`src/rtl/irq_ld_pkg.sv`:
```
// Package: irq_ld_pkg
// Shared constants and command encodings for the interrupt input latch.
// Assumes a 32-bit software interrupt word and 32 private IDs per CPU.
package irq_ld_pkg;

    localparam int PRIV_IDS     = 32;  // IDs 0..31 are per-CPU
    localparam int RESET_ON_IDS = 16;  // IDs 0..15 enabled and edge at reset
    localparam int CMD_W        = 32;
    localparam int CFG_EDGE_BIT = 1;
    localparam int SGI_ID_MSB   = 9;
    localparam int SGI_LIST_LSB = 16;
    localparam int SGI_FILT_LSB = 24;

    typedef enum logic [2:0] {
        OP_NONE   = 3'd0,
        OP_EN_SET = 3'd1,
        OP_EN_CLR = 3'd2,
        OP_CFG    = 3'd3,
        OP_TGT    = 3'd4,
        OP_SGI    = 3'd5
    } cmd_op_e;

    typedef enum logic [1:0] {
        FLT_LIST   = 2'd0,
        FLT_OTHERS = 2'd1,
        FLT_SELF   = 2'd2,
        FLT_ALL    = 2'd3
    } sgi_filter_e;

endpackage

```
`src/rtl/irq_line_sync.sv`:
```
// Module: irq_line_sync
// Brings a bundle of interrupt wires through two flops and keeps the
// last recorded level of each wire; a rise is reported for one cycle.
// Assumes nothing about the wires' source clock beyond two-flop safety.
module irq_line_sync #(
    parameter int WIDTH = 32
) (
    input  logic             clk,
    input  logic             rst_n,
    input  logic [WIDTH-1:0] line_i,
    output logic [WIDTH-1:0] level_o,
    output logic [WIDTH-1:0] rise_o
);

    logic [WIDTH-1:0] meta_q;
    logic [WIDTH-1:0] sync_q;
    logic [WIDTH-1:0] level_q;

    // Two-stage synchronizer followed by the recorded level
    always_ff @(posedge clk) begin
        if (!rst_n) begin
            meta_q  <= '0;
            sync_q  <= '0;
            level_q <= '0;
        end else begin
            meta_q  <= line_i;
            sync_q  <= meta_q;
            level_q <= sync_q;
        end
    end

    assign rise_o  = sync_q & ~level_q;
    assign level_o = level_q;

endmodule

```
`src/rtl/irq_cfg_store.sv`:
```
// Module: irq_cfg_store
// Holds enables (banked per CPU for private IDs), trigger mode per ID
// and the target CPU mask of each shared ID, written by commands.
// Assumes at most one command per cycle; out-of-range IDs are ignored.
module irq_cfg_store
    import irq_ld_pkg::*;
#(
    parameter int NUM_CPU    = 4,
    parameter int NUM_SHARED = 32,
    parameter int CPU_W      = 2,
    parameter int ID_W       = 6
) (
    input  logic                          clk,
    input  logic                          rst_n,
    input  logic                          cmd_valid_i,
    input  logic [2:0]                    cmd_op_i,
    input  logic [CPU_W-1:0]              cmd_cpu_i,
    input  logic [ID_W-1:0]               cmd_id_i,
    input  logic                          cfg_edge_i,
    input  logic [NUM_CPU-1:0]            tgt_mask_i,
    output logic [NUM_CPU*PRIV_IDS-1:0]   en_prv_o,
    output logic [NUM_SHARED-1:0]         en_shr_o,
    output logic [NUM_SHARED+PRIV_IDS-1:0] trig_o,
    output logic [NUM_SHARED*NUM_CPU-1:0] tgt_o
);

    localparam int NUM_IRQ = NUM_SHARED + PRIV_IDS;
    localparam logic [PRIV_IDS-1:0] PRV_RST_EN =
        {{(PRIV_IDS-RESET_ON_IDS){1'b0}}, {RESET_ON_IDS{1'b1}}};
    localparam logic [NUM_IRQ-1:0] TRIG_RST =
        {{(NUM_IRQ-RESET_ON_IDS){1'b0}}, {RESET_ON_IDS{1'b1}}};

    logic [NUM_CPU*PRIV_IDS-1:0]    en_prv_q;
    logic [NUM_SHARED-1:0]          en_shr_q;
    logic [NUM_IRQ-1:0]             trig_q;
    logic [NUM_SHARED*NUM_CPU-1:0]  tgt_q;

    int  id_int;
    int  cpu_int;
    logic cpu_ok;

    // Command field decode into integer indices
    always_comb begin
        id_int  = int'(cmd_id_i);
        cpu_int = int'(cmd_cpu_i);
        cpu_ok  = cpu_int < NUM_CPU;
    end

    // Apply one configuration command per cycle
    always_ff @(posedge clk) begin
        if (!rst_n) begin
            en_prv_q <= {NUM_CPU{PRV_RST_EN}};
            en_shr_q <= '0;
            trig_q   <= TRIG_RST;
            tgt_q    <= '0;
        end else if (cmd_valid_i) begin
            case (cmd_op_i)
                OP_EN_SET, OP_EN_CLR: begin
                    if (id_int < PRIV_IDS) begin
                        if (cpu_ok)
                            en_prv_q[cpu_int*PRIV_IDS + id_int] <= (cmd_op_i == OP_EN_SET);
                    end else if (id_int < NUM_IRQ) begin
                        en_shr_q[id_int - PRIV_IDS] <= (cmd_op_i == OP_EN_SET);
                    end
                end
                OP_CFG: begin
                    if (id_int < PRIV_IDS)
                        trig_q[id_int] <= 1'b1;
                    else if (id_int < NUM_IRQ)
                        trig_q[id_int] <= cfg_edge_i;
                end
                OP_TGT: begin
                    if (id_int >= PRIV_IDS && id_int < NUM_IRQ)
                        tgt_q[(id_int-PRIV_IDS)*NUM_CPU +: NUM_CPU] <= tgt_mask_i;
                end
                default: ;
            endcase
        end
    end

    assign en_prv_o = en_prv_q;
    assign en_shr_o = en_shr_q;
    assign trig_o   = trig_q;
    assign tgt_o    = tgt_q;

endmodule

```
`src/rtl/irq_sgi_decode.sv`:
```
// Module: irq_sgi_decode
// Decodes a software interrupt word into an ID, a validity flag and
// the destination CPU mask according to its two-bit filter.
// Assumes the requesting CPU index is supplied with the word.
module irq_sgi_decode
    import irq_ld_pkg::*;
#(
    parameter int NUM_CPU = 4,
    parameter int NUM_IRQ = 64,
    parameter int CPU_W   = 2,
    parameter int ID_W    = 6
) (
    input  logic [CMD_W-1:0]   word_i,
    input  logic [CPU_W-1:0]   req_cpu_i,
    output logic               id_ok_o,
    output logic [ID_W-1:0]    id_o,
    output logic [NUM_CPU-1:0] mask_o
);

    localparam logic [CMD_W-1:0] USED_BITS =
        (32'h1 << (SGI_ID_MSB+1)) - 32'h1
        | (((32'h1 << NUM_CPU) - 32'h1) << SGI_LIST_LSB)
        | (32'h3 << SGI_FILT_LSB);

    logic [NUM_CPU-1:0] self_mask;
    logic               sgi_word_unused;

    // Requester one-hot and filter selection
    always_comb begin
        self_mask = '0;
        if (int'(req_cpu_i) < NUM_CPU)
            self_mask[req_cpu_i] = 1'b1;
        case (sgi_filter_e'(word_i[SGI_FILT_LSB +: 2]))
            FLT_LIST:   mask_o = word_i[SGI_LIST_LSB +: NUM_CPU];
            FLT_OTHERS: mask_o = ~self_mask;
            FLT_SELF:   mask_o = self_mask;
            default:    mask_o = '1;
        endcase
    end

    assign id_ok_o         = int'(word_i[SGI_ID_MSB:0]) < NUM_IRQ;
    assign id_o            = word_i[ID_W-1:0];
    assign sgi_word_unused = ^(word_i & ~USED_BITS);

endmodule

```
`src/rtl/irq_latch_dispatch.sv`:
```
// Module: irq_latch_dispatch (top)
// Turns interrupt wire rises and software interrupt commands into
// registered one-cycle pending-set requests, bit cpu*NUM_IRQ + id.
// Assumes one command per cycle and wires safe for a two-flop sync.
module irq_latch_dispatch
    import irq_ld_pkg::*;
#(
    parameter int NUM_CPU    = 4,
    parameter int NUM_SHARED = 32,
    parameter int NUM_IRQ    = NUM_SHARED + PRIV_IDS,
    parameter int CPU_W      = (NUM_CPU > 1) ? $clog2(NUM_CPU) : 1,
    parameter int ID_W       = $clog2(NUM_IRQ)
) (
    input  logic                        clk,
    input  logic                        rst_n,
    input  logic [NUM_SHARED-1:0]       shr_line_i,
    input  logic [NUM_CPU*PRIV_IDS-1:0] prv_line_i,
    input  logic                        cmd_valid_i,
    input  logic [2:0]                  cmd_op_i,
    input  logic [CPU_W-1:0]            cmd_cpu_i,
    input  logic [ID_W-1:0]             cmd_id_i,
    input  logic [CMD_W-1:0]            cmd_data_i,
    output logic [NUM_CPU*NUM_IRQ-1:0]  pend_set_o
);

    localparam int OUT_W = NUM_CPU * NUM_IRQ;

    logic [NUM_SHARED-1:0]         shr_lvl, shr_rise;
    logic [NUM_CPU*PRIV_IDS-1:0]   prv_lvl, prv_rise;
    logic [NUM_CPU*PRIV_IDS-1:0]   en_prv;
    logic [NUM_SHARED-1:0]         en_shr;
    logic [NUM_IRQ-1:0]            trig;
    logic [NUM_SHARED*NUM_CPU-1:0] tgt;
    logic                          sgi_id_ok;
    logic [ID_W-1:0]               sgi_id;
    logic [NUM_CPU-1:0]            sgi_mask;
    logic [OUT_W-1:0]              line_req, en_lvl_req, sgi_req, pend_q;

    irq_line_sync #(.WIDTH(NUM_SHARED)) u_shr_sync (
        .clk(clk), .rst_n(rst_n), .line_i(shr_line_i),
        .level_o(shr_lvl), .rise_o(shr_rise)
    );

    irq_line_sync #(.WIDTH(NUM_CPU*PRIV_IDS)) u_prv_sync (
        .clk(clk), .rst_n(rst_n), .line_i(prv_line_i),
        .level_o(prv_lvl), .rise_o(prv_rise)
    );

    irq_cfg_store #(
        .NUM_CPU(NUM_CPU), .NUM_SHARED(NUM_SHARED), .CPU_W(CPU_W), .ID_W(ID_W)
    ) u_store (
        .clk(clk), .rst_n(rst_n),
        .cmd_valid_i(cmd_valid_i), .cmd_op_i(cmd_op_i),
        .cmd_cpu_i(cmd_cpu_i), .cmd_id_i(cmd_id_i),
        .cfg_edge_i(cmd_data_i[CFG_EDGE_BIT]),
        .tgt_mask_i(cmd_data_i[NUM_CPU-1:0]),
        .en_prv_o(en_prv), .en_shr_o(en_shr), .trig_o(trig), .tgt_o(tgt)
    );

    irq_sgi_decode #(
        .NUM_CPU(NUM_CPU), .NUM_IRQ(NUM_IRQ), .CPU_W(CPU_W), .ID_W(ID_W)
    ) u_sgi (
        .word_i(cmd_data_i), .req_cpu_i(cmd_cpu_i),
        .id_ok_o(sgi_id_ok), .id_o(sgi_id), .mask_o(sgi_mask)
    );

    // Per-CPU request bits from wire rises (private and shared)
    for (genvar c = 0; c < NUM_CPU; c++) begin : g_cpu
        for (genvar i = 0; i < PRIV_IDS; i++) begin : g_prv
            assign line_req[c*NUM_IRQ + i] =
                prv_rise[c*PRIV_IDS + i] & (trig[i] | en_prv[c*PRIV_IDS + i]);
        end
        for (genvar n = 0; n < NUM_SHARED; n++) begin : g_shr
            assign line_req[c*NUM_IRQ + PRIV_IDS + n] =
                shr_rise[n] & (trig[PRIV_IDS + n] | en_shr[n]) & tgt[n*NUM_CPU + c];
        end
    end

    // Enable-set on a level-triggered ID whose recorded level is high
    always_comb begin
        int id_v;
        int cpu_v;
        en_lvl_req = '0;
        id_v  = int'(cmd_id_i);
        cpu_v = int'(cmd_cpu_i);
        if (cmd_valid_i && cmd_op_i == OP_EN_SET && id_v < NUM_IRQ && !trig[id_v]) begin
            if (id_v < PRIV_IDS) begin
                if (cpu_v < NUM_CPU && prv_lvl[cpu_v*PRIV_IDS + id_v])
                    en_lvl_req[cpu_v*NUM_IRQ + id_v] = 1'b1;
            end else if (shr_lvl[id_v - PRIV_IDS]) begin
                for (int c = 0; c < NUM_CPU; c++)
                    if (tgt[(id_v-PRIV_IDS)*NUM_CPU + c])
                        en_lvl_req[c*NUM_IRQ + id_v] = 1'b1;
            end
        end
    end

    // Software interrupt expansion over the destination mask
    always_comb begin
        sgi_req = '0;
        if (cmd_valid_i && cmd_op_i == OP_SGI && sgi_id_ok) begin
            for (int c = 0; c < NUM_CPU; c++)
                if (sgi_mask[c])
                    sgi_req[c*NUM_IRQ + int'(sgi_id)] = 1'b1;
        end
    end

    // Registered one-cycle request output
    always_ff @(posedge clk) begin
        if (!rst_n)
            pend_q <= '0;
        else
            pend_q <= line_req | en_lvl_req | sgi_req;
    end

    assign pend_set_o = pend_q;

endmodule

```
`config.mk`:
```
export PLATFORM = sky130hd
export DESIGN_NAME = irq_latch_dispatch
export DESIGN_NICKNAME = d
export VERILOG_FILES = /design/src/rtl/irq_ld_pkg.sv /design/src/rtl/irq_line_sync.sv /design/src/rtl/irq_cfg_store.sv /design/src/rtl/irq_sgi_decode.sv /design/src/rtl/irq_latch_dispatch.sv
export SDC_FILE = /design/constraint.sdc
export NUM_CORES = 2
export LEC_CHECK = 0
export ABC_AREA = 1
export BUFFER_PORTS_ARGS = -buffer_cell sky130_fd_sc_hd__buf_2
export CAP_MARGIN = 0
export CORE_ASPECT_RATIO = 0.6
export CORE_MARGIN = 2
export CORE_UTILIZATION = 45
export DETAILED_ROUTE_END_ITERATION = 7
export PLACE_DENSITY = 0.65
export SYNTH_ARGS = -nofsm -noshare
export SYNTH_HDL_FRONTEND = slang
export SYNTH_HIERARCHICAL = 1
export SYNTH_SLANG_ARGS = --single-unit
```
`constraint.sdc`:
```
create_clock -name clk -period 3.6 [get_ports clk]
set_input_delay 0.36 -clock clk [delete_from_list [all_inputs] [get_ports clk]]
set_output_delay 0.36 -clock clk [all_outputs]
set_load 0.02 [all_outputs]
```
# Word-level counts from Yosys, hierarchy flattened
# Index checks and enable logic that the tools add are counted.
classes:
  addsub: 13
  order_cmp: 33
  n_eq_ne: 7
  n_shift: 2
  n_mux: 78
  bitwise: 463
  reduce_logical: 26
ops:
  columns: ["cell", "n"]
  rows:
  - ["2-to-1 mux 256 bit", 23]
  - ["OR 256 bit", 8]
  - ["bitwise AND 1 bit", 288]
  - ["bitwise mux 128 bit", 2]
  - ["2-to-1 mux 64 bit", 4]
  - ["less-than comparator 32 x 9 -> 1 bit, second input constant", 5]
  - ["OR 1 bit", 160]
  - ["bitwise AND 128 bit", 1]
  - ["inverter 128 bit", 1]
  - ["variable shift 4 x 33 -> 128 bit, first input constant", 1]
  - ["variable part select 4 x 33 -> 128 bit", 1]
  - ["adder 32 x 3 -> 32 bit, second input constant", 2]
  - ["bitwise mux 64 bit", 1]
  - ["greater-or-equal comparator 32 x 1 -> 1 bit, second input constant", 2]
  - ["OR 64 bit", 1]
  - ["demux 1 bit (select 8 bit)", 7]
  - ["greater-or-equal comparator 9 x 1 -> 1 bit, second input constant", 5]
  - ["less-than comparator 9 bit, second input constant", 5]
  - ["adder 8 x 6 -> 9 bit, first input constant", 4]
  - ["negation 32 -> 33 bit", 1]
  - ["adder 32 x 2 -> 32 bit, second input constant", 1]
  - ["bitwise AND 32 bit", 1]
  - ["bitwise mux 32 bit", 1]
  - ["less-than comparator 32 x 7 -> 1 bit, second input constant", 1]
  - ["other kinds (38)", 96]
totals:
  regBits: 1088
  in_bits: 206
  word_cells: 633

# Depth between registers and ports, before layout
depth:
  ltp_word: 25
  depth_mapped: 19

# Cells and area by module
# Netlist, hierarchy kept.
modules_own_cells:
  columns: ["mod", "n_inst", "cells_per_inst", "area_each_um2", "seq_area_each_um2"]
  rows:
  - ["irq_latch_dispatch", 1, 2770, 16946.3, 5124.9]
  - ["irq_cfg_store", 1, 2049, 15457.3, 7046.8]
  - ["irq_line_sync at u_prv_sync", 1, 1451, 11976.5, 7687.4]
  - ["irq_line_sync at u_shr_sync", 1, 363, 3000.4, 1921.8]
  - ["irq_sgi_decode", 1, 32, 167.7, 0.0]

# Least setup slack after synthesis
# No wires, ideal clock.
synth_path:
  kind: "input to register"
  start: "input cmd_id_i[2]"
  end: "register u_store.tgt_q[44] (netlist: u_store/tgt_o[44])"
  setup_time_ns: 0.113
  arrival_ns: 2.461
  path_slack_ns: 1.026
  cell_stages: 18
  path_buffers: 1
  cell_sequence: "buf_6 > nor2_4 > nand2_4 > inv_1 > nand2_1 > nor2_1 > inv_1 > ha_1 > inv_1 > nand2_1 > nor2_1 > nand3_1 > nand2_2 > nand4_1 > nor2_4 > nand2_4 > o21ai_1 > nor2_1"
synth_between:
  elab_chain_cells: 4
synth_rtl:
  columns: ["item", "line", "source"]
  rows:
  - ["from (decl)", "irq_latch_dispatch.sv:21", "input logic [ID_W-1:0] cmd_id_i,"]
  - ["subtractor 6 x 6 -> 7 bit", "irq_cfg_store.sv:74", "tgt_q[(id_int-PRIV_IDS)*NUM_CPU +: NUM_CPU] <= tgt_mask_i;"]
  - ["negation 32 -> 33 bit", "irq_cfg_store.sv:74", null]
  - ["variable part select 4 x 33 -> 128 bit or variable shift 4 x 33 -> 128 bit (tied branches)", "irq_cfg_store.sv:74", null]
  - ["bitwise mux 128 bit", "irq_cfg_store.sv:74", null]
  - ["to (signal, indexed assignment)", "irq_cfg_store.sv:74", null]
  - ["to (decl)", "irq_cfg_store.sv:36", "logic [NUM_SHARED*NUM_CPU-1:0] tgt_q;"]
# Several ways; a longest one is shown, not always the timed one.
# A chain may end at the register's enable or synchronous reset.

# Worst setup path after layout
layout_path:
  start: "input cmd_id_i[0]"
  end: "register pend_q[14] (netlist: pend_set_o[14])"
layout_between:
  elab_chain_cells: 25
layout_rtl:
  columns: ["item", "line", "source"]
  rows:
  - ["parallel branches: the longest is 22 deep, another holds adder 32 x 2 -> 32 bit", null, null]
  - ["2-to-1 mux 256 bit (*)", "irq_latch_dispatch.sv:86", "if (cmd_valid_i && cmd_op_i == OP_EN_SET && id_v < NUM_IRQ && !trig[id_v]) begin"]
  - ["OR 256 bit (*) (2 in series)", "irq_latch_dispatch.sv:113", "pend_q <= line_req | en_lvl_req | sgi_req;"]
  - ["to (signal assigned)", "irq_latch_dispatch.sv:113", null]
  - ["to (decl)", "irq_latch_dispatch.sv:37", "logic [OUT_W-1:0] line_req, en_lvl_req, sgi_req, pend_q;"]
# Every way passes the cells marked *. The select of a mux whose other input is x is not followed.

==> summary.txt <==
Power and ir drop
  • Maximum VDD drop: 0.382 mV
  • Pleak: 27.0 nW
  • Power density over the cells: 464 nW/um^2

Timing
  • WHS: 159 ps
  • RSZ-0062 raised after global routing: false
  • Crit share post-route: 83.5%
  • Setup TNS: 0 ps
  • # setup viols final: 0
  • Fmax: 333 MHz
  • Worst Max-Slew Pin Slew: 1550 ps
  • Clk_skew: 37.9 ps
  • Post-layout minimum cycle time: 3010 ps
  • Worst slew margin: -3.73%
  • Slew Viols, Final: 5
  • Hold Fails Final Rpt: 0
  • Final setup margin: 594 ps

Place
  • Dpl ws: 114 ps
  • Input/output buffers: 445
  • Dpl cell area: 52000 um^2
  • Post-DP HPWL: 161 mm
  • Gpl congestion: 1.06

Route
  • Detailed Route Iter0 Violations: 8284
  • M1 WL: 92.3 mm
  • Initial DRT Pass Iterations: 8
  • Vias: 48240
  • Residual DRC: 0
  • Post-DRT Antenna Nets: 0
  • Routed wire length: 215 mm
  • DR WL/cell: 24.5 um
  • Metal3 WL: 34.8 mm
  • Met2 WL: 81.1 mm
  • Highest Signal Layer: met4
  • Vias per std cell: 5.50

Run status
  • Status: finished, violations left
  • Failing checks: max-capacitance violations, max-slew violations

Setup path
  • Top delay family on crit path: simple AND/OR/NAND/NOR gates
  • CP max FO: 52
  • Slowest cell on the critical path: nor2_4
  • Reg2reg setup slack: 660 ps
  • CP Capture Type: register
  • Worst endpoint data arrival time: 3630 ps
  • Max incr delay on CP: 710 ps
  • R2r endpoint: pend_set_o[202]
  • FF-to-FF path depth: 11
  • Crit-path cells: buf_2, buf_4, nor2_4, buf_4, nand2_1, nand2_1, nor2_1, nor2_1, nor2_1, nand2_1, nand3_1, nand2_1, nand2_1, nand2_4, buf_12, nand4_1, a21oi_1
  • Crit path kind: input pin to register
  • Reg-to-reg startpoint: u_store/trig_o[0]
  • CP most frequent cell: nand2_1
  • Critical Path Start Type: input pin
  • Crit path buffers/inverters: 4
  • Critical Path RT: 4220 ps

Clock tree
  • CTS tree: yes
  • Post-CTS Resized: 0
  • Bufs on Longest Clock Path: 3
  • CTS root buffer: clkbuf_16
  • Worst skew pair latency: 750 ps
  • Clk slew on worst S/H paths: 60 ps
  • Hold buffers post-CTS: 161
  • Total setup buffers inserted after CTS: 0
  • CTS buffer count: 101
  • H-tree Lvls: 3
  • CTS Sinks: 1088

Floorplan
  • Die width: 424 um
  • IO Pins: 462
  • Core Rows: 92
  • Area of the core: 105000 um^2
  • Starting Density: 45.3%
  • Die area: 108000 um^2
  • Die height: 256 um

Logic synthesis
  • Synthesized cell area: 47500 um^2
  • Sequential area share after synthesis: 45.8%
  • Net count after synthesis: 6886
  • Syn_area_per_cell: 7.13 um^2
  • Yosys warns: 6
  • Post-synth top area share: 45.8%
  • Area contributors post-synth: dfxtp_1 (46%), inv_1 (10%), nand2_1 (9.7%), nor2_1 (7.0%), a21oi_1 (5.0%)
  • Area leader, netlist: dfxtp_1
  • Yosys cell types: 46
  • Cells after synthesis: 6665
  • Register bit total from synthesis: 1088

Run
  • Max Cap Viol: 2

Worst hold path
  • Hold Crit Endpoint: u_store/en_shr_o[28]
  • Hold WC Path Type: input pin to register
  • Hold Crit Depth: 5
  • Worst hold start: cmd_op_i[1]

Global route
  • Total GRT Usage: 38.0%
  • Initial antenna violation count: 10
  • First-pass GRT wire length: 299 mm
  • Pin count of the biggest net entering global routing: 153
  • Vias in the first global route: 42470
  • GRT overflow: 0

Final layout
  • Layout cell share with drive strength beyond 1: 13.8%
  • Area grow syn2layout: 20.6%
  • Util after Layout: 54.7%
  • Final Net Count: 7498
  • Post-route cell area: 57300 um^2
[sequential cells by signal (all words and copies together), names as in the netlist]
name	cells
pend_set_o	256
u_shr_sync/sync_q	32
u_store/en_shr_o	32
u_prv_sync/sync_q	128
u_store/tgt_o	128
u_prv_sync/level_o	128
u_prv_sync/meta_q	128
u_shr_sync/level_o	32
u_store/trig_o	64
u_store/en_prv_o	128
u_shr_sync/meta_q	32
[how the worst max path moves through the flow]
stage	from	end	slack, ps	cells past startpoint
4_1_cts	cmd_id_i[0]	pend_set_o[14]	870	17
6_report	cmd_id_i[0]	pend_set_o[14]	590	17
2_1_floorplan	cmd_id_i[2]	u_store/tgt_o[44]	1030	18
3_3_place_gp	cmd_id_i[0]	pend_set_o[194]	130	17
5_1_grt	cmd_id_i[0]	pend_set_o[14]	540	17
3_5_place_dp	cmd_id_i[0]	pend_set_o[14]	110	17
[where the power goes]
group          internal [W]  switching [W]  leakage, nW
registers            0.0123       0.000113         8.85
clock network       0.00684        0.00511         1.79
logic              0.000650        0.00162         16.4
total                0.0198        0.00684         27.0
[cell usage in the layout (no fill, tap or decap), drive strengths merged]
master       count
diode            5
a311oi          26
or2              1
inv           1320
dlygate4sd3    161
dfxtp         1088
nand3           93
and2             1
bufinv          17
ha              15
clkinvlp         5
o21a            83
xnor2            2
nor3            52
a22oi           10
buf            718
a31oi            7
o211a            3
nand2         1258
o311ai          63
a211o           16
nand4          285
clkbuf         132
nor2           918
o22ai          186
a21oi          476
xor2             1
o21ai          392
nand3b           1
clkinv          30
[area by class of cell]
| class | instances | area (um^2) |
|---|---|---|
| sequential | 1088 | 21800 |
| antenna | 5 | 12.5 |
| tap | 1410 | 1760 |
| multi-input combinational | 3889 | 18800 |
| clock buffer | 132 | 2850 |
| fill | 10190 | 47500 |
| timing repair buffer | 879 | 6330 |
| inverter | 1318 | 4980 |
| clock inverter | 54 | 822 |
[kinds of logic after synthesis]
kind of cell	synth area share, %
xor gates and xnor gates	0.111
buffers and inverters	14.7
DFF	45.8
adders and majority gates	0.395
AOI/OAI and AO/OA	15.1
and+or+nand+nor	23.8
[worst reg2reg max path, delay by kind of cell (launching register included)]
kind	cells	cell delay [ps]
AND/OR/NAND/NOR	7	940
AO/OA/AOI/OAI	2	800
buffers and inverters	2	580
flip-flops	1	490
[synthesized netlist by cell type, drive strengths merged]
cell    instances
o22ai         186
nand3          93
nor3           52
a21oi         476
o311ai         63
xnor2           2
a311oi         26
nand4         285
nor2          918
inv          1316
xor2            1
or2             1
o21a           83
o21ai         392
and2            1
a22oi          10
o211a           3
ha             15
buf           216
nand2        1258
a211o          16
dfxtp        1088
nand3b          1
a31oi           7
clkbuf        154
clkinv          2
[per-layer routing]
layer / track usage, % / vias up
li1: - / 22198
met1: 55.1 / 22499
met2: 49.3 / 3170
met3: 17.1 / 373
met4: 11.7 / 0
met5: 0 / -
[through the flow]
step,cells,power [W]
after detailed placement,8422,0.0147
after global routing,8774,0.0273
after floorplan,6665,0.0138
after global placement,8422,0.0147
final,8775,0.0266
after CTS,8769,0.0266
No activity file was read; power rests on OpenSTA's default activity.
